File: src/rtl/ureg_pkg.sv
package ureg_pkg;
  localparam int AW = 3;
  localparam int DW = 8;
  localparam int DIV_BYTES = 2;
  localparam int DIV_W = DW * DIV_BYTES;
  localparam int IEN_W = 4;
  localparam int MCR_W = 5;

  typedef enum logic [AW-1:0] {
    SLOT_DATA  = 3'd0,
    SLOT_IEN   = 3'd1,
    SLOT_IDENT = 3'd2,
    SLOT_LCTL  = 3'd3,
    SLOT_MCTL  = 3'd4,
    SLOT_LSTAT = 3'd5,
    SLOT_MSTAT = 3'd6,
    SLOT_SCR   = 3'd7
  } slot_e;

  typedef struct packed {
    logic       bank;
    logic       brk;
    logic       stick;
    logic       even;
    logic       par_en;
    logic       stop2;
    logic [1:0] wlen;
  } lctl_t;
endpackage

File: src/rtl/ureg_reg.sv
module ureg_reg #(
  parameter int W = 8
) (
  input  logic         clk,
  input  logic         rst_n,
  input  logic         en,
  input  logic [W-1:0] d,
  output logic [W-1:0] q
);
  always_ff @(posedge clk or negedge rst_n) begin
    if (!rst_n)  q <= '0;
    else if (en) q <= d;
  end
endmodule

File: src/rtl/ureg_decode.sv
module ureg_decode
  import ureg_pkg::*;
(
  input  logic                 wr_en,
  input  logic                 rd_en,
  input  logic [AW-1:0]        addr,
  input  logic                 bank,
  output logic                 we_ier,
  output logic                 we_lcr,
  output logic                 we_mcr,
  output logic                 we_scr,
  output logic                 we_fcr,
  output logic                 we_thr,
  output logic                 rd_rbr,
  output logic [DIV_BYTES-1:0] we_div
);
  always_comb begin
    we_ier = 1'b0;
    we_lcr = 1'b0;
    we_mcr = 1'b0;
    we_scr = 1'b0;
    we_fcr = 1'b0;
    we_thr = 1'b0;
    rd_rbr = 1'b0;
    we_div = '0;
    case (slot_e'(addr))
      SLOT_DATA: begin
        if (bank) we_div[0] = wr_en;
        else begin
          we_thr = wr_en;
          rd_rbr = rd_en;
        end
      end
      SLOT_IEN: begin
        if (bank) we_div[1] = wr_en;
        else      we_ier    = wr_en;
      end
      SLOT_IDENT: we_fcr = wr_en;
      SLOT_LCTL:  we_lcr = wr_en;
      SLOT_MCTL:  we_mcr = wr_en;
      SLOT_SCR:   we_scr = wr_en;
      default: ;
    endcase
  end
endmodule

File: src/rtl/ureg_rdmux.sv
module ureg_rdmux
  import ureg_pkg::*;
(
  input  logic [AW-1:0]    addr,
  input  logic             bank,
  input  logic [DW-1:0]    rx_data,
  input  logic [IEN_W-1:0] ier,
  input  logic [DW-1:0]    iir,
  input  logic [DW-1:0]    lcr,
  input  logic [MCR_W-1:0] mcr,
  input  logic [DW-1:0]    lsr,
  input  logic [DW-1:0]    msr,
  input  logic [DW-1:0]    scr,
  input  logic [DIV_W-1:0] div,
  output logic [DW-1:0]    rdata
);
  always_comb begin
    case (slot_e'(addr))
      SLOT_DATA:  rdata = bank ? div[DW-1:0] : rx_data;
      SLOT_IEN:   rdata = bank ? div[2*DW-1:DW] : {{(DW-IEN_W){1'b0}}, ier};
      SLOT_IDENT: rdata = iir;
      SLOT_LCTL:  rdata = lcr;
      SLOT_MCTL:  rdata = {{(DW-MCR_W){1'b0}}, mcr};
      SLOT_LSTAT: rdata = lsr;
      SLOT_MSTAT: rdata = msr;
      default:    rdata = scr;
    endcase
  end
endmodule

File: src/rtl/ureg_bank.sv
module ureg_bank
  import ureg_pkg::*;
(
  input  logic             clk,
  input  logic             rst_n,
  input  logic [AW-1:0]    addr,
  input  logic             wr_en,
  input  logic             rd_en,
  input  logic [DW-1:0]    wdata,
  output logic [DW-1:0]    rdata,
  input  logic [DW-1:0]    rx_data,
  input  logic [DW-1:0]    lsr_in,
  input  logic [DW-1:0]    msr_in,
  input  logic             int_pend,
  input  logic [2:0]       int_id,
  output logic [DIV_W-1:0] divisor,
  output logic [1:0]       word_len,
  output logic             stop2,
  output logic             par_en,
  output logic             par_even,
  output logic             par_stick,
  output logic             brk,
  output logic [IEN_W-1:0] int_en,
  output logic             dtr,
  output logic             rts,
  output logic             out_gp,
  output logic             loop_en,
  output logic             irq,
  output logic             rx_pop,
  output logic             tx_load,
  output logic [DW-1:0]    tx_data,
  output logic             fcr_wr,
  output logic [DW-1:0]    fcr_data,
  output logic             fifo_en
);
  logic [DW-1:0]        lcr_q, scr_q;
  logic [MCR_W-1:0]     mcr_q;
  logic [IEN_W-1:0]     ier_q;
  logic [0:0]           fifo_q;
  logic                 we_ier, we_lcr, we_mcr, we_scr, we_fcr, we_thr, rd_rbr;
  logic [DIV_BYTES-1:0] we_div;
  logic [DW-1:0]        iir_view;
  lctl_t                lctl;

  assign lctl = lctl_t'(lcr_q);

  ureg_decode u_dec (
    .wr_en (wr_en), .rd_en(rd_en), .addr(addr), .bank(lctl.bank),
    .we_ier(we_ier), .we_lcr(we_lcr), .we_mcr(we_mcr), .we_scr(we_scr),
    .we_fcr(we_fcr), .we_thr(we_thr), .rd_rbr(rd_rbr), .we_div(we_div)
  );

  ureg_reg #(.W(DW))    u_lcr (.clk(clk), .rst_n(rst_n), .en(we_lcr), .d(wdata), .q(lcr_q));
  ureg_reg #(.W(DW))    u_scr (.clk(clk), .rst_n(rst_n), .en(we_scr), .d(wdata), .q(scr_q));
  ureg_reg #(.W(IEN_W)) u_ier (.clk(clk), .rst_n(rst_n), .en(we_ier), .d(wdata[IEN_W-1:0]), .q(ier_q));
  ureg_reg #(.W(MCR_W)) u_mcr (.clk(clk), .rst_n(rst_n), .en(we_mcr), .d(wdata[MCR_W-1:0]), .q(mcr_q));
  ureg_reg #(.W(1))     u_ffe (.clk(clk), .rst_n(rst_n), .en(we_fcr), .d(wdata[0]), .q(fifo_q));

  for (genvar g = 0; g < DIV_BYTES; g++) begin : g_div
    ureg_reg #(.W(DW)) u_byte (
      .clk(clk), .rst_n(rst_n), .en(we_div[g]), .d(wdata), .q(divisor[g*DW +: DW])
    );
  end

  always_ff @(posedge clk or negedge rst_n) begin
    if (!rst_n) begin
      rx_pop   <= 1'b0;
      tx_load  <= 1'b0;
      fcr_wr   <= 1'b0;
      tx_data  <= '0;
      fcr_data <= '0;
    end else begin
      rx_pop  <= rd_rbr;
      tx_load <= we_thr;
      fcr_wr  <= we_fcr;
      if (we_thr) tx_data  <= wdata;
      if (we_fcr) fcr_data <= wdata;
    end
  end

  assign iir_view = {{2{fifo_q[0]}}, 2'b00, int_id, ~int_pend};

  ureg_rdmux u_mux (
    .addr(addr), .bank(lctl.bank), .rx_data(rx_data), .ier(ier_q), .iir(iir_view),
    .lcr(lcr_q), .mcr(mcr_q), .lsr(lsr_in), .msr(msr_in), .scr(scr_q),
    .div(divisor), .rdata(rdata)
  );

  assign word_len  = lctl.wlen;
  assign stop2     = lctl.stop2;
  assign par_en    = lctl.par_en;
  assign par_even  = lctl.even;
  assign par_stick = lctl.stick;
  assign brk       = lctl.brk;
  assign int_en    = ier_q;
  assign dtr       = mcr_q[0];
  assign rts       = mcr_q[1];
  assign out_gp    = mcr_q[2];
  assign loop_en   = mcr_q[4];
  assign irq       = mcr_q[3] & int_pend;
  assign fifo_en   = fifo_q[0];
endmodule

File: config.mk
export PLATFORM = sky130hd
export DESIGN_NAME = ureg_bank
export DESIGN_NICKNAME = d
export VERILOG_FILES = /design/src/rtl/ureg_pkg.sv /design/src/rtl/ureg_reg.sv /design/src/rtl/ureg_decode.sv /design/src/rtl/ureg_rdmux.sv /design/src/rtl/ureg_bank.sv
export SDC_FILE = /design/constraint.sdc
export NUM_CORES = 1
export LEC_CHECK = 0
export BUFFER_PORTS_ARGS = -buffer_cell sky130_fd_sc_hd__buf_4
export CORE_UTILIZATION = 54
export CTS_CLUSTER_SIZE = 14
export DETAILED_ROUTE_END_ITERATION = 10
export PLACE_DENSITY = 0.85
export SYNTH_ARGS = -nofsm -noshare
export SYNTH_HDL_FRONTEND = slang
export SYNTH_SLANG_ARGS = --single-unit
File: constraint.sdc
create_clock -name clk -period 3.4 [get_ports clk]
set_clock_uncertainty 0.05 [all_clocks]
set_input_delay 0.51 -clock clk [delete_from_list [all_inputs] [get_ports clk]]
set_output_delay 0.51 -clock clk [all_outputs]
set_load 0.01 [all_outputs]
# Word level (Yosys, flattened, before mapping)
# Index checks and enable logic that the tools add are counted.
[op_classes] n_bitwise=2 reduce_logical=1 muxes=15 eq_ne=7
[ops] operator="$pmux W8 S7" n=1
[ops] operator="$mux W8" n=2
[ops] operator="$eq A3 B3 Y1 const B" n=4
[ops] operator="$mux W1" n=12
[ops] operator="$eq A3 B2 Y1 const B" n=2
[ops] operator="$eq A3 B1 Y1 const B" n=1
[ops] operator="$logic_not A3 Y1" n=1
[ops] operator="$and A1 B1 Y1" n=1
[ops] operator="$not A1 Y1" n=1
[totals] elab_cells=37 input_bits=43 out_inout_bits=60 ff_bits=61

# Depth between registers and ports, before layout
# Gate-level depths: netlist (run 1).
[depth] ltp_word=2 depth_mapped=6 ltp_nobuf=4

# Hierarchy
# Synthesis (run 1) repeated with hierarchy kept, for this count alone.
[hier_totals] hier_cells=246 area_unflattened_um2=3239.4
[by_module_without_submodules] module="ureg_reg at g_div[0].u_byte ..." area_each_um2=331.6 seq_area_each_um2=200.2 cells_each=17 n_inst=4
[by_module_without_submodules] module="ureg_bank" area_each_um2=752.0 seq_area_each_um2=475.5 cells_each=40 n_inst=1
[by_module_without_submodules] module="ureg_rdmux" area_each_um2=683.2 seq_area_each_um2=0.0 cells_each=103 n_inst=1
[by_module_without_submodules] module="ureg_reg at u_mcr" area_each_um2=181.4 seq_area_each_um2=125.1 cells_each=10 n_inst=1
[by_module_without_submodules] module="ureg_reg at u_ier" area_each_um2=145.1 seq_area_each_um2=100.1 cells_each=8 n_inst=1
[by_module_without_submodules] module="ureg_decode" area_each_um2=111.4 seq_area_each_um2=0.0 cells_each=15 n_inst=1
[by_module_without_submodules] module="ureg_reg at u_ffe" area_each_um2=40.0 seq_area_each_um2=25.0 cells_each=2 n_inst=1

# Least setup slack after synthesis (run 1)
# Ideal clock, no wire load.
[synth_timing] path_kind="input port to output port" startpoint="input addr[1]" endpoint="output rdata[0]" arrival_ps=1480 slack_ps=1360 path_buffers=1 t_required_ps=2840 path_stages=5 path_cell_list="buf_6 mux2_2 a22oi_1 nor2_1 o32a_1"
[synth_via] elab_chain_cells=2 elab_cells_between_ends=8 classes_between="eq/ne (6); mux (1); reduce/logical (1)"
[synth_rtl] item="start: declaration" line_no="ureg_bank.sv:6" rtl="input logic [AW-1:0] addr,"
[synth_rtl] item="$eq A3 B3 Y1, or another cell as far along" line_no="ureg_rdmux.sv:18" rtl="case (slot_e'(addr))"
[synth_rtl] item="$pmux W8 S7 (*)" line_no="ureg_rdmux.sv:18"
[synth_rtl] item="end: declaration" line_no="ureg_bank.sv:10" rtl="output logic [DW-1:0] rdata,"
# Mark *: on every way between the ends. The rest lies on a longest branch, timed or not.

# Worst setup path after layout (run 1)
[layout_timing] startpoint="register u_lcr.q[7]" endpoint="output rdata[3]"
[layout_via] elab_chain_cells=2 elab_cells_between_ends=3 classes_between="mux (3)"
[layout_rtl] item="start: declaration" line_no="ureg_reg.sv:8" rtl="output logic [W-1:0] q"
[layout_rtl] item="start signal: assignment" line_no="ureg_reg.sv:11" rtl="if (!rst_n) q <= '0;"
[layout_rtl] item="start signal: assignment" line_no="ureg_reg.sv:12" rtl="else if (en) q <= d;"
[layout_rtl] item="$mux W8 (on tied branches)" line_no="ureg_rdmux.sv:20, ureg_rdmux.sv:19"
[layout_rtl] item="$pmux W8 S7 (*)" line_no="ureg_rdmux.sv:18"
# Marks and branches as above.

==> results_tabular.tex, run 1 <==
\begin{tabular}{lr}
\hline
Metric & Value \\
\hline
\multicolumn{2}{l}{\textbf{Floorplan}} \\
\quad Area of the core & 5200 um\^{}2 \\
\quad Width of the die & 76.2 um \\
\quad Vertical die dimension & 76.2 um \\
\quad Placement row count & 26 \\
\quad Effective utilization at floorplan & 57.2\% \\
\quad I/O pin count & 103 \\
\quad Die area & 5810 um\^{}2 \\
\multicolumn{2}{l}{\textbf{Logic synthesis}} \\
\quad Part of the Yosys area used for sequential elements & 50.5\% \\
\quad Cell types with the largest area share after synthesis & dfrtp\_1 (50\%), mux2\_2 (22\%), mux2i\_1 (5.4\%) \\
\quad Most frequently used cell type in the post-synthesis netlist & dfrtp\_1 \\
\quad Mapped Nets & 285 \\
\quad Number of flops mapped to enable cells by yosys & 0 \\
\quad Cell count after synthesis & 242 \\
\quad Synth top cells by count & dfrtp\_1 (60), mux2\_2 (59), mux2i\_1 (16), nor2\_1 (16), nand2\_1 (10) \\
\quad Syn. warnings & 0 \\
\quad Total of flip-flops plus latches after synthesis & 60 \\
\quad Most used DFF post-synth & dfrtp\_1 \\
\quad Per-instance average area after synthesis & 12.3 um\^{}2 \\
\quad Async set or reset register ratio after synthesis & 100\% \\
\quad Post-synthesis cell area & 2980 um\^{}2 \\
\quad Cell type with the largest total area after synthesis & dfrtp\_1 \\
\quad Fraction of synthesized cell area taken by the top area cell type & 50.5\% \\
\quad Post-synth cell types & 38 \\
\multicolumn{2}{l}{\textbf{Clocking}} \\
\quad Number of clock sinks & 60 \\
\quad Clock-pin slew of the registers on the worst-case setup and hold paths & 0.07 ns \\
\quad Htree depth & 3 \\
\quad Hold buffers post-CTS & 0 \\
\quad Clock root buffer master & clkbuf\_8 \\
\quad Number of buffers on the longest clock path & 2 \\
\quad TritonCTS clock tree & built \\
\quad Cts bufs inserted & 9 \\
\quad Clock latency reported for the late side of the worst-skew pair & 0.33 ns \\
\quad Post-CTS setup buffer count & 0 \\
\quad Post-CTS sizing & 0 \\
\multicolumn{2}{l}{\textbf{Global routing}} \\
\quad Overall global routing resource usage & 28.2\% \\
\quad Global-route wire length before repair & 12400 um \\
\quad Remaining global-route overflow & 0 \\
\quad Initial antenna violation count & 0 \\
\quad Vias in the first global route & 2461 \\
\quad Pin count of the biggest net entering global routing & 61 \\
\multicolumn{2}{l}{\textbf{Placed design}} \\
\quad Number of I/O port buffers & 102 \\
\quad Total instance count after detailed placement & 398 \\
\quad Post-detailed-placement half-perimeter wirelength & 5410 um \\
\quad Final weighted congestion in routability-driven placement & 0.832 \\
\multicolumn{2}{l}{\textbf{STA}} \\
\quad Fmax achieved & 389 MHz \\
\quad Pins Over Slew Limit & 0 \\
\quad Aggregate negative setup slack & 0 ns \\
\quad Worst slew margin relative to its limit & 50.3\% \\
\quad Final period utilization & 75.6\% \\
\quad Count of endpoints failing setup in the final report & 0 \\
\quad Min cycle time layout & 2.57 ns \\
\quad Hold violation total from the final report & 0 \\
\quad Unrepaired setup endpoints after global routing & no \\
\quad Worst-margin pin slew & 0.746 ns \\
\multicolumn{2}{l}{\textbf{Cells and area}} \\
\quad Number of nets at the end of the flow & 382 \\
\quad Syn-to-layout area delta & 32.9\% \\
\quad Proportion of layout cells with a drive suffix above 1 & 53.5\% \\
\quad Final instance count without filler cells & 414 \\
\quad Antenna diode instance count & 0 \\
\quad Number of fillers in the final layout & 364 \\
\multicolumn{2}{l}{\textbf{Run status}} \\
\quad Run status & completed \\
\multicolumn{2}{l}{\textbf{Setup path}} \\
\quad Worst r2r dst & u\_ier.q[3] \\
\quad Startpoint Class & flop \\
\quad Worst Path Max Fanout & 11 \\
\quad Slowest CP cell & dfrtp\_1 \\
\quad Beginning of the worst register-to-register path & u\_lcr.q[7] \\
\quad Reg-to-reg slack, setup & 1.49 ns \\
\quad Cell Chain, Critical Path & buf\_4 > mux2i\_1 > o32ai\_1 > a211oi\_1 > nor2\_1 > buf\_4 \\
\quad Stage delay of the slowest cell on the critical path & 0.53 ns \\
\quad Kind of critical path & flop to output pin \\
\quad Most repeated library cell on the critical path & buf\_4 \\
\quad Req. time, crit path & 2.84 ns \\
\quad Cell depth of the worst flop-to-flop path & 4 \\
\quad Critical Path End Type & output pin \\
\quad Arrival time of data at the critical path endpoint & 2.01 ns \\
\multicolumn{2}{l}{\textbf{Route}} \\
\quad Antenna violation net count after detailed routing & 0 \\
\quad Final WL & 7890 um \\
\quad DRT met1 WL & 3280 um \\
\quad Overall via count from detail\_route & 2425 \\
\quad Met3 wire len & 646 um \\
\quad First-pass iteration count of the detailed router & 4 \\
\quad Met2 wire len & 3830 um \\
\quad Via count normalized by instance count & 5.86 \\
\quad Uppermost layer routed & met4 \\
\quad Per-cell routed wire length & 19.1 um \\
\quad DRT iter0 DRCs & 216 \\
\quad DRC violation count after routing & 0 \\
\multicolumn{2}{l}{\textbf{Pwr}} \\
\quad Share of power burned in combinational logic & 30.6\% \\
\quad LEAKAGE & 1.90 nW \\
\quad Fraction of power consumed by the clock network & 28.2\% \\
\quad Switching portion of total power & 29.7\% \\
\quad Power per Cell Area & 635 nW/um\^{}2 \\
\quad Switching Power & 0.744 mW \\
\quad Cell internal power dissipation & 1.76 mW \\
\quad Fraction of power consumed by sequential logic & 41.2\% \\
\quad VDD IR-drop max & 407 uV \\
\multicolumn{2}{l}{\textbf{Hold path}} \\
\quad Type of the most critical hold path & input port to asynchronous set/reset pin \\
\multicolumn{2}{l}{\textbf{Job}} \\
\quad Number of max-cap violations & 0 \\
\hline
\end{tabular}
cell usage in the layout (no fill, tap or decap), types with 2 or more instances in the layout:
cell / netlist / routed
and3_1: 4 / 4
bufinv_16: 0 / 2
nand4_2: 2 / 2
a211oi_1: 2 / 2
nand3_2: 2 / 2
clkbuf_8: 0 / 10
a21oi_1: 7 / 7
o32ai_1: 3 / 3
o32a_1: 3 / 3
mux2i_1: 16 / 16
nor2_1: 16 / 16
nor2b_1: 2 / 2
clkinv_2: 0 / 3
nand2b_1: 2 / 2
o21ai_0: 9 / 9
buf_4: 3 / 104
nand3_1: 2 / 2
dfrtp_1: 60 / 60
nand3b_1: 3 / 3
a22oi_1: 3 / 3
inv_1: 3 / 3
nand2_1: 10 / 10
mux2_2: 59 / 59
registers in the layout (all words and copies together), names as in the netlist:
| name | count |
|---|---|
| g_div.u_byte.q | 16 |
| fcr_data | 8 |
| tx_data | 8 |
| u_lcr.q | 8 |
| u_scr.q | 8 |
| u_mcr.q | 5 |
| u_ier.q | 4 |
| fcr_wr | 1 |
| rx_pop | 1 |
| tx_load | 1 |
routing by layer:
| metal | up-vias | global-route usage [%] |
|---|---|---|
| li1 | 1075 | - |
| met1 | 1191 | 37.1 |
| met2 | 145 | 44.1 |
| met3 | 14 | 6.71 |
| met4 | 0 | 13.5 |
| met5 | - | 0 |
power by group through the flow:
| stage | registers [mW] | clock network [mW] | logic [mW] |
|---|---|---|---|
| 2_1_floorplan | 1.08 | 0 | 0.328 |
| 4_1_cts | 1.03 | 0.715 | 0.773 |
| 3_3_place_gp | 1.03 | 0 | 0.750 |
| 3_5_place_dp | 1.04 | 0 | 0.767 |
| 5_1_grt | 1.06 | 0.738 | 0.819 |
| 6_report | 1.03 | 0.707 | 0.767 |
final cells by class:
type	count	area, um^2	share of cell area (%)
Clock buffer	11	141	3.58
Inverter	3	11.3	0.285
Tap cell	70	87.6	2.22
Timing Repair Buffer	104	781	19.7
Multi-Input combinational cell	161	1360	34.3
Clock inverter	5	75.1	1.90
Sequential cell	60	1500	38.0
how the worst max path moves through the flow:
stage	slack (ns)	start	to	depth (start not counted)
detailed placement	0.95	addr[1]	rdata[2]	6
global placement	0.99	addr[1]	rdata[2]	6
finish	0.83	u_lcr.q[7]	rdata[3]	6
floorplan	1.36	addr[1]	rdata[0]	5
global route	0.75	u_lcr.q[7]	rdata[1]	6
CTS	0.83	u_lcr.q[7]	rdata[3]	6
stage by stage:
stage | setup WS [ns] | utilization (%) | hold slack, ns | power [mW] | area (um^2)
floorplan | 1.36 | - | 0.164 | 1.41 | 2980
global placement | 0.993 | 71.8 | 0.441 | 1.78 | 3740
detailed placement | 0.952 | 71.8 | 0.443 | 1.81 | 3740
CTS | 0.828 | 76.0 | 0.216 | 2.52 | 3950
global route | 0.746 | 76.0 | 0.253 | 2.61 | 3950
finish | 0.828 | 76.0 | 0.200 | 2.51 | 3950
kinds of logic after synthesis:
group / after synthesis / share of synthesized area (%)
AO/OA/AOI/OAI: 36 / 8.28
flip-flops: 60 / 50.5
buffers and inverters: 21 / 4.12
AND/OR/NAND/NOR: 49 / 8.91
multiplexers: 76 / 28.2
critical path: cells and delay by family, from the launching register on:
kind                   cells  cell delay, ns
AO/OA/AOI/OAI              2            0.35
buffers and inverters      2            0.45
multiplexers               1            0.26
flip-flops                 1            0.53
AND/OR/NAND/NOR            1            0.09
(Power assumes the default switching activity.)
==> run 2, diff against run 1 <==
--- a/config.mk
+++ b/config.mk
@@ -5,11 +5,12 @@
 export SDC_FILE = /design/constraint.sdc
 export NUM_CORES = 1
 export LEC_CHECK = 0
+export ABC_AREA = 1
 export BUFFER_PORTS_ARGS = -buffer_cell sky130_fd_sc_hd__buf_4
-export CORE_UTILIZATION = 54
+export CORE_UTILIZATION = 50
 export CTS_CLUSTER_SIZE = 14
 export DETAILED_ROUTE_END_ITERATION = 10
-export PLACE_DENSITY = 0.85
+export PLACE_DENSITY = 0.8
 export SYNTH_ARGS = -nofsm -noshare
 export SYNTH_HDL_FRONTEND = slang
 export SYNTH_SLANG_ARGS = --single-unit
==> constraint.sdc (replaced) <==
create_clock -name clk -period 2.5 [get_ports clk]
set_clock_uncertainty 0.05 [all_clocks]
set_input_delay 0.375 -clock clk [delete_from_list [all_inputs] [get_ports clk]]
set_output_delay 0.375 -clock clk [all_outputs]
set_load 0.01 [all_outputs]
==> run 2 against run 1 <==
Effect of this change: combinational power increased by 13%; flip-flop and latch count unchanged; register-to-register slack got worse by 0.45 ns; critical path type is now input port to output pin.
==> results_tabular.tex, run 2 <==
\begin{tabular}{lr}
\hline
Metric & Value \\
\hline
\multicolumn{2}{l}{\textbf{Run status}} \\
\quad Run status & completed \\
\multicolumn{2}{l}{\textbf{Logic synthesis}} \\
\quad Cell count after synthesis & 371 (+53\%) \\
\quad Part of the Yosys area used for sequential elements & 50.8\% (+0.36 points) \\
\quad Cell types with the largest area share after synthesis & dfrtp\_1 (51\%), nand2\_1 (17\%), o21ai\_0 (7.3\%) \\
\quad Most frequently used cell type in the post-synthesis netlist & nand2\_1 \\
\quad Post-synth cell types & 25 (-34\%) \\
\quad Fraction of synthesized cell area taken by the top area cell type & 50.8\% (+0.36 points) \\
\quad Number of flops mapped to enable cells by yosys & 0 (unchanged) \\
\quad Async set or reset register ratio after synthesis & 100\% (unchanged) \\
\quad Syn. warnings & 0 (unchanged) \\
\quad Mapped Nets & 414 (+45\%) \\
\quad Synth top cells by count & nand2\_1 (131), dfrtp\_1 (60), o21ai\_0 (43) \\
\quad Total of flip-flops plus latches after synthesis & 60 (unchanged) \\
\quad Most used DFF post-synth & dfrtp\_1 \\
\quad Per-instance average area after synthesis & 7.96 um\^{}2 (-35\%) \\
\quad Post-synthesis cell area & 2950 um\^{}2 (-0.71\%) \\
\quad Cell type with the largest total area after synthesis & dfrtp\_1 \\
\multicolumn{2}{l}{\textbf{Setup path}} \\
\quad Req. time, crit path & 2.08 ns (-0.76 ns) \\
\quad Kind of critical path & input port to output pin \\
\quad Sum of buffers and inverters on the critical path & 3 (+1) \\
\quad Stage delay of the slowest cell on the critical path & 0.45 ns (-0.08 ns) \\
\quad Most repeated library cell on the critical path & buf\_4 \\
\quad Startpoint Class & input port \\
\quad Arrival time of data at the critical path endpoint & 1.62 ns (-0.39 ns) \\
\quad Cell Chain, Critical Path & buf\_4 > inv\_2 > nor3\_4 > nand2\_1 > nand3b\_1 > buf\_4 \\
\quad Critical Path End Type & output pin \\
\quad Slowest CP cell & nor3\_4 \\
\quad Worst Path Max Fanout & 26 (+15) \\
\quad Cell class contributing the biggest share of worst-path delay & simple AND/OR/NAND/NOR gates \\
\multicolumn{2}{l}{\textbf{Cells and area}} \\
\quad Combined area of the multi-input logic cells & 1250 um\^{}2 (-7.5\%) \\
\quad Commonest non-fill, non-tap cell in the layout & nand2\_1 \\
\quad Syn-to-layout area delta & 33.3\% \\
\quad Antenna diode instance count & 0 (unchanged) \\
\quad Flip-flop count of the largest register, all copies and words added & 16 (unchanged) \\
\quad Largest Register & g\_div.u\_byte.q \\
\quad Number of nets at the end of the flow & 511 (+34\%) \\
\quad Final instance area & 3940 um\^{}2 (-0.41\%) \\
\quad Core Util, Final & 70.2\% (-5.7 points) \\
\quad Most used cells in the layout excluding fill and tap cells & nand2\_1 (131), buf\_4 (104), dfrtp\_1 (60), o21ai\_0 (43), nand3\_1 (23) \\
\quad Number of fillers in the final layout & 479 (+32\%) \\
\quad Proportion of layout cells with a drive suffix above 1 & 29.6\% (-24 points) \\
\quad FF/Latch Area & 1500 um\^{}2 (unchanged) \\
\multicolumn{2}{l}{\textbf{Route}} \\
\quad DRC violation count after routing & 0 (unchanged) \\
\quad Antenna violation net count after detailed routing & 0 (unchanged) \\
\quad First-pass iteration count of the detailed router & 5 (+1) \\
\quad Per-cell routed wire length & 15.1 um (-21\%) \\
\quad DRT iter0 DRCs & 219 (+1.4\%) \\
\quad Final WL & 8240 um (+4.4\%) \\
\quad Overall via count from detail\_route & 2945 (+21\%) \\
\quad Via count normalized by instance count & 5.40 (-7.7\%) \\
\multicolumn{2}{l}{\textbf{Clocking}} \\
\quad Number of buffers on the longest clock path & 2 (unchanged) \\
\quad Cts bufs inserted & 9 (unchanged) \\
\quad Htree depth & 3 (unchanged) \\
\quad Post-CTS sizing & 0 (unchanged) \\
\quad Clock latency reported for the late side of the worst-skew pair & 0.33 ns (about the same) \\
\quad Clock root buffer master & clkbuf\_8 \\
\quad Clock-pin slew of the registers on the worst-case setup and hold paths & 0.06 ns (about the same) \\
\quad Post-CTS setup buffer count & 0 (unchanged) \\
\quad TritonCTS clock tree & built \\
\quad Number of clock sinks & 60 (unchanged) \\
\quad Hold buffers post-CTS & 0 (unchanged) \\
\multicolumn{2}{l}{\textbf{Floorplan}} \\
\quad I/O pin count & 103 (unchanged) \\
\quad Width of the die & 78.9 um (+3.5\%) \\
\quad Effective utilization at floorplan & 52.7\% (-4.5 points) \\
\quad Vertical die dimension & 78.9 um (+3.5\%) \\
\quad Placement row count & 27 (+3.8\%) \\
\quad Die area & 6220 um\^{}2 (+7.0\%) \\
\quad Area of the core & 5610 um\^{}2 (+7.7\%) \\
\multicolumn{2}{l}{\textbf{Placed design}} \\
\quad Number of I/O port buffers & 102 (unchanged) \\
\quad Post-Place Cell Area & 3720 um\^{}2 (-0.47\%) \\
\quad Final weighted congestion in routability-driven placement & 0.903 (+8.6\%) \\
\quad Post-detailed-placement half-perimeter wirelength & 5850 um (+8.1\%) \\
\multicolumn{2}{l}{\textbf{STA}} \\
\quad Unrepaired setup endpoints after global routing & no \\
\quad Worst slew margin relative to its limit & 50.6\% (+0.30 points) \\
\quad Pins Over Slew Limit & 0 (unchanged) \\
\quad Final period utilization & 82.0\% \\
\quad Post-route worst hold slack & 0.0446 ns (-0.155 ns) \\
\quad Aggregate negative setup slack & 0 ns (unchanged) \\
\quad Worst-margin pin slew & 0.741 ns (-0.00455 ns) \\
\quad Min cycle time layout & 2.05 ns \\
\quad Hold violation total from the final report & 0 (unchanged) \\
\quad Fmax achieved & 488 MHz \\
\quad Count of endpoints failing setup in the final report & 0 (unchanged) \\
\multicolumn{2}{l}{\textbf{Global routing}} \\
\quad Overall global routing resource usage & 28.4\% (+0.22 points) \\
\quad Vias in the first global route & 2698 (+9.6\%) \\
\quad Global-route wire length before repair & 13200 um (+6.2\%) \\
\quad Remaining global-route overflow & 0 (unchanged) \\
\quad Initial antenna violation count & 0 (unchanged) \\
\quad Pin count of the biggest net entering global routing & 61 (unchanged) \\
\multicolumn{2}{l}{\textbf{Job}} \\
\quad Number of max-cap violations & 0 (unchanged) \\
\multicolumn{2}{l}{\textbf{Hold path}} \\
\quad Type of the most critical hold path & input port to asynchronous set/reset pin \\
\multicolumn{2}{l}{\textbf{Pwr}} \\
\quad LEAKAGE & 2.12 nW (+12\%) \\
\quad VDD IR-drop max & 759 uV (+87\%) \\
\quad Power per Cell Area & 803 nW/um\^{}2 (+27\%) \\
\hline
\end{tabular}
-- run 2: report_power, final --
part           switching [mW]  internal, mW  total [mW]
Combinational           0.448         0.416       0.865
Clock                   0.371         0.587       0.959
Sequential              0.166          1.17        1.34
-- run 2: path summary, 6_finish.rpt --
path	cells past startpoint	to	slack (ns)	start
max in group asynchronous	1	u_mcr.q[3]	1.86	rst_n
setup reg to reg	4	tx_data[5]	1.04	u_lcr.q[7]
setup / recovery	6	rdata[4]	0.45	addr[2]
min in group clk	3	rx_pop	0.22	rd_en
hold / removal	1	fcr_data[6]	0.04	rst_n
hold reg to reg	2	u_scr.q[3]	0.43	u_scr.q[3]
-- run 2: area by class of cell --
class / instances / area share [%]
Tap cell: 72 / 2.29
Sequential cell: 60 / 38.1
Inverter: 24 / 2.35
Timing Repair Buffer: 104 / 19.8
Clock inverter: 4 / 1.84
Multi-Input combinational cell: 269 / 31.9
Clock buffer: 12 / 3.69
-- run 2: stage by stage --
step / power, mW / instances / setup WS, ns
detailed placement: 2.22 / 529 / 0.484
global route: 3.34 / 545 / 0.304
floorplan: 1.73 / 371 / 0.828
CTS: 3.18 / 545 / 0.466
finish: 3.16 / 545 / 0.451
global placement: 2.20 / 529 / 0.516
-- run 2: kinds of logic after synthesis --
family                 after synthesis  share of synthesized area, %
flip-flops                          60                          50.8
AO/OA/AOI/OAI                       64                          11.9
AND/OR/NAND/NOR                    205                          30.6
buffers and inverters               42                          6.69
-- run 2: per-layer routing --
layer  up-vias  routed length (um)  GRT usage [%]
li1       1404                   -              -
met1      1369                3540           39.4
met2       155                3780           43.0
met3        17                 780           8.16
met4         0                 142           9.45
met5         -                   0              0
-- run 2: worst register-to-register path: stages, from the launching register on --
cell,delay [ns]
dfrtp_1,0.38
buf_4,0.20
nor2_1,0.16
nand2_1,0.31
o21ai_0,0.28
==> run 3, diff against run 2 <==
==> constraint.sdc (replaced) <==
create_clock -name clk -period 1.9 [get_ports clk]
set_clock_uncertainty 0.05 [all_clocks]
set_input_delay 0.285 -clock clk [delete_from_list [all_inputs] [get_ports clk]]
set_output_delay 0.285 -clock clk [all_outputs]
set_load 0.01 [all_outputs]
==> run 3 against run 2 <==
Effect of this change: the run now ends with hold timing, setup timing left; via count grew 1.1%; worst setup slack got worse by 0.51 ns; critical endpoint is now rdata[1]; critical path depth up 2; power increased by 25%; die area is the same; global-route usage rose by 1.1 points; count of clock-buffer cells in the layout unchanged; hold slack worse by 0.075 ns; sequential share of layout area decreased by 0.077 points; design area grew 0.29%; non-clock buffer count rose by 4; register-to-register slack worse by 0.65 ns.
==> results_tabular.tex, run 3 (synthesized netlist as in run 2, its figures left out) <==
\begin{tabular}{lr}
\hline
Metric & Value \\
\hline
\multicolumn{2}{l}{\textbf{Cells and area}} \\
\quad Proportion of layout cells with a drive suffix above 1 & 31.8\% (+2.2 points) \\
\quad Final instance area & 3950 um\^{}2 (+0.29\%) \\
\quad Most used cells in the layout excluding fill and tap cells & nand2\_1 (127), buf\_4 (107), dfrtp\_1 (59), o21ai\_0 (43), nand3\_1 (23) \\
\quad Number of nets at the end of the flow & 516 (+0.98\%) \\
\quad Commonest non-fill, non-tap cell in the layout & nand2\_1 \\
\quad Core Util, Final & 70.4\% (+0.20 points) \\
\quad Syn-to-layout area delta & 33.7\% \\
\quad Antenna diode instance count & 0 (unchanged) \\
\quad Number of fillers in the final layout & 451 (-5.8\%) \\
\quad Combined area of the multi-input logic cells & 1270 um\^{}2 (+1.0\%) \\
\quad FF/Latch Area & 1500 um\^{}2 (about the same) \\
\quad Flip-flop count of the largest register, all copies and words added & 16 (unchanged) \\
\quad Largest Register & g\_div.u\_byte.q \\
\multicolumn{2}{l}{\textbf{Pwr}} \\
\quad Switching portion of total power & 33.9\% (+2.8 points) \\
\quad Switching Power & 1.35 mW (+37\%) \\
\quad Fraction of power consumed by the clock network & 25.4\% (-4.9 points) \\
\quad Power per Cell Area & 1010 nW/um\^{}2 (+25\%) \\
\quad LEAKAGE & 2.11 nW (-0.32\%) \\
\quad Share of power burned in combinational logic & 30.1\% (+2.8 points) \\
\quad Fraction of power consumed by sequential logic & 44.5\% (+2.1 points) \\
\quad VDD IR-drop max & 612 uV (-19\%) \\
\quad Total power & 3.97 mW (+25\%) \\
\quad Cell internal power dissipation & 2.62 mW (+20\%) \\
\multicolumn{2}{l}{\textbf{STA}} \\
\quad Post-route worst hold slack & -0.0304 ns (-0.0750 ns) \\
\quad Min cycle time layout & 1.95 ns \\
\quad Hold violation total from the final report & 60 (+60) \\
\quad Unrepaired setup endpoints after global routing & yes \\
\quad Count of endpoints failing setup in the final report & 7 (+7) \\
\quad Aggregate negative setup slack & -0.183 ns (-0.183 ns) \\
\quad Worst Slack Setup Final & -0.0543 ns (-0.505 ns) \\
\quad Pins Over Slew Limit & 0 (unchanged) \\
\quad Worst-margin pin slew & 0.749 ns (+0.00788 ns) \\
\quad Fmax achieved & 512 MHz \\
\quad Final period utilization & 103\% \\
\quad Worst slew margin relative to its limit & 50.1\% (-0.53 points) \\
\multicolumn{2}{l}{\textbf{Run status}} \\
\quad Run status & complete, but fails checks \\
\quad Failing checks & hold timing, setup timing \\
\multicolumn{2}{l}{\textbf{Global routing}} \\
\quad Vias in the first global route & 2751 (+2.0\%) \\
\quad Remaining global-route overflow & 0 (unchanged) \\
\quad Global-route wire length before repair & 13900 um (+5.4\%) \\
\quad Initial antenna violation count & 0 (unchanged) \\
\quad Pin count of the biggest net entering global routing & 61 (unchanged) \\
\quad Overall global routing resource usage & 29.5\% (+1.1 points) \\
\multicolumn{2}{l}{\textbf{Route}} \\
\quad First-pass iteration count of the detailed router & 5 (unchanged) \\
\quad Antenna violation net count after detailed routing & 0 (unchanged) \\
\quad Overall via count from detail\_route & 2977 (+1.1\%) \\
\quad Per-cell routed wire length & 15.8 um (+4.8\%) \\
\quad Via count normalized by instance count & 5.41 (+0.17\%) \\
\quad Final WL & 8720 um (+5.7\%) \\
\quad DRC violation count after routing & 0 (unchanged) \\
\quad DRT iter0 DRCs & 208 (-5.0\%) \\
\multicolumn{2}{l}{\textbf{Setup path}} \\
\quad Worst Path Max Fanout & 6 (-77\%) \\
\quad Sum of buffers and inverters on the critical path & 2 (-1) \\
\quad Stage delay of the slowest cell on the critical path & 0.41 ns (-0.04 ns) \\
\quad Most repeated library cell on the critical path & nand2\_2 \\
\quad Kind of critical path & flop to output pin \\
\quad Cell class contributing the biggest share of worst-path delay & simple AND/OR/NAND/NOR gates \\
\quad Slowest CP cell & dfrtp\_2 \\
\quad Startpoint Class & flop \\
\quad Arrival time of data at the critical path endpoint & 1.62 ns (about the same) \\
\quad Req. time, crit path & 1.56 ns (-0.52 ns) \\
\quad Cell Chain, Critical Path & clkinvlp\_4 > nand2\_2 > nand2\_2 > nand2\_2 > nand2\_1 > nor2\_1 > nand3\_1 > buf\_4 \\
\quad Critical Path End Type & output pin \\
\multicolumn{2}{l}{\textbf{Floorplan}} \\
\quad Die area & 6220 um\^{}2 (unchanged) \\
\quad Placement row count & 27 (unchanged) \\
\quad Effective utilization at floorplan & 52.7\% (unchanged) \\
\quad I/O pin count & 103 (unchanged) \\
\quad Area of the core & 5610 um\^{}2 (unchanged) \\
\quad Width of the die & 78.9 um (unchanged) \\
\quad Vertical die dimension & 78.9 um (unchanged) \\
\multicolumn{2}{l}{\textbf{Clocking}} \\
\quad Hold buffers post-CTS & 0 (unchanged) \\
\quad Number of buffers on the longest clock path & 2 (unchanged) \\
\quad Htree depth & 3 (unchanged) \\
\quad Clock-pin slew of the registers on the worst-case setup and hold paths & 0.06 ns (about the same) \\
\quad Clock root buffer master & clkbuf\_8 \\
\quad Number of clock sinks & 60 (unchanged) \\
\quad TritonCTS clock tree & built \\
\quad Cts bufs inserted & 9 (unchanged) \\
\quad Clock latency reported for the late side of the worst-skew pair & 0.33 ns (about the same) \\
\multicolumn{2}{l}{\textbf{Placed design}} \\
\quad Post-Place Cell Area & 3730 um\^{}2 (+0.20\%) \\
\quad Number of I/O port buffers & 102 (unchanged) \\
\quad Post-detailed-placement half-perimeter wirelength & 5980 um (+2.3\%) \\
\quad Pre-CTS worst setup slack & 0.145 ns (-0.338 ns) \\
\quad Final weighted congestion in routability-driven placement & 0.875 (-3.1\%) \\
\multicolumn{2}{l}{\textbf{Hold path}} \\
\quad Type of the most critical hold path & input port to asynchronous set/reset pin \\
\multicolumn{2}{l}{\textbf{Job}} \\
\quad Number of max-cap violations & 0 (unchanged) \\
\hline
\end{tabular}
## run 3: stage by stage
step / instances / hold WS [ns]
floorplan: 371 / -0.0606
global placement: 530 / 0.346
detailed placement: 530 / 0.358
CTS: 550 / 0.00113
global route: 550 / 0.0277
finish: 550 / -0.0304
## run 3: routing by layer
metal | GRT usage, % | vias to the layer above | share of wire [%]
li1 | - | 1412 | -
met1 | 41.6 | 1374 | 44
met2 | 45.2 | 171 | 46
met3 | 6.09 | 20 | 8.6
met4 | 10.5 | 0 | 1.8
met5 | 0 | - | 0
## run 3: area by class of cell
type | instances | area share [%]
Clock buffer | 12 | 3.68
Clock inverter | 4 | 0.634
Inverter | 24 | 2.44
Multi-Input combinational cell | 269 | 32.1
Sequential cell | 60 | 38.1
Tap cell | 72 | 2.28
Timing Repair Buffer | 108 | 20.6
Timing Repair inverter | 1 | 0.190
## run 3: power groups by stage
stage / registers, mW / logic (mW) / clock network, mW
5_1_grt: 1.80 / 1.32 / 1.07
3_5_place_dp: 1.77 / 1.15 / 0
4_1_cts: 1.76 / 1.19 / 1.01
2_1_floorplan: 1.84 / 0.443 / 0
6_report: 1.77 / 1.20 / 1.01
3_3_place_gp: 1.76 / 1.13 / 0
## run 3: path summary, 6_finish.rpt
check	from	endpoint	slack [ns]	cells after the start
worst max register to register	u_lcr.q[7]	tx_data[6]	0.39	5
worst min register to register	u_scr.q[1]	u_scr.q[1]	0.44	2
min in group clk	rd_en	rx_pop	0.13	3
worst min-delay path	rst_n	fcr_wr	-0.03	1
max in group asynchronous	rst_n	u_lcr.q[7]	1.30	1
worst max-delay path	u_lcr.q[7]	rdata[1]	-0.05	8
## run 3: repair_timing
action,4_1_cts,5_1_grt
pin swaps,4,7
gates resized for setup,4,5
hold endpoints to repair,0,0
endpoints found under the setup margin,7,8
setup buffers,3,0
cloned,1,0
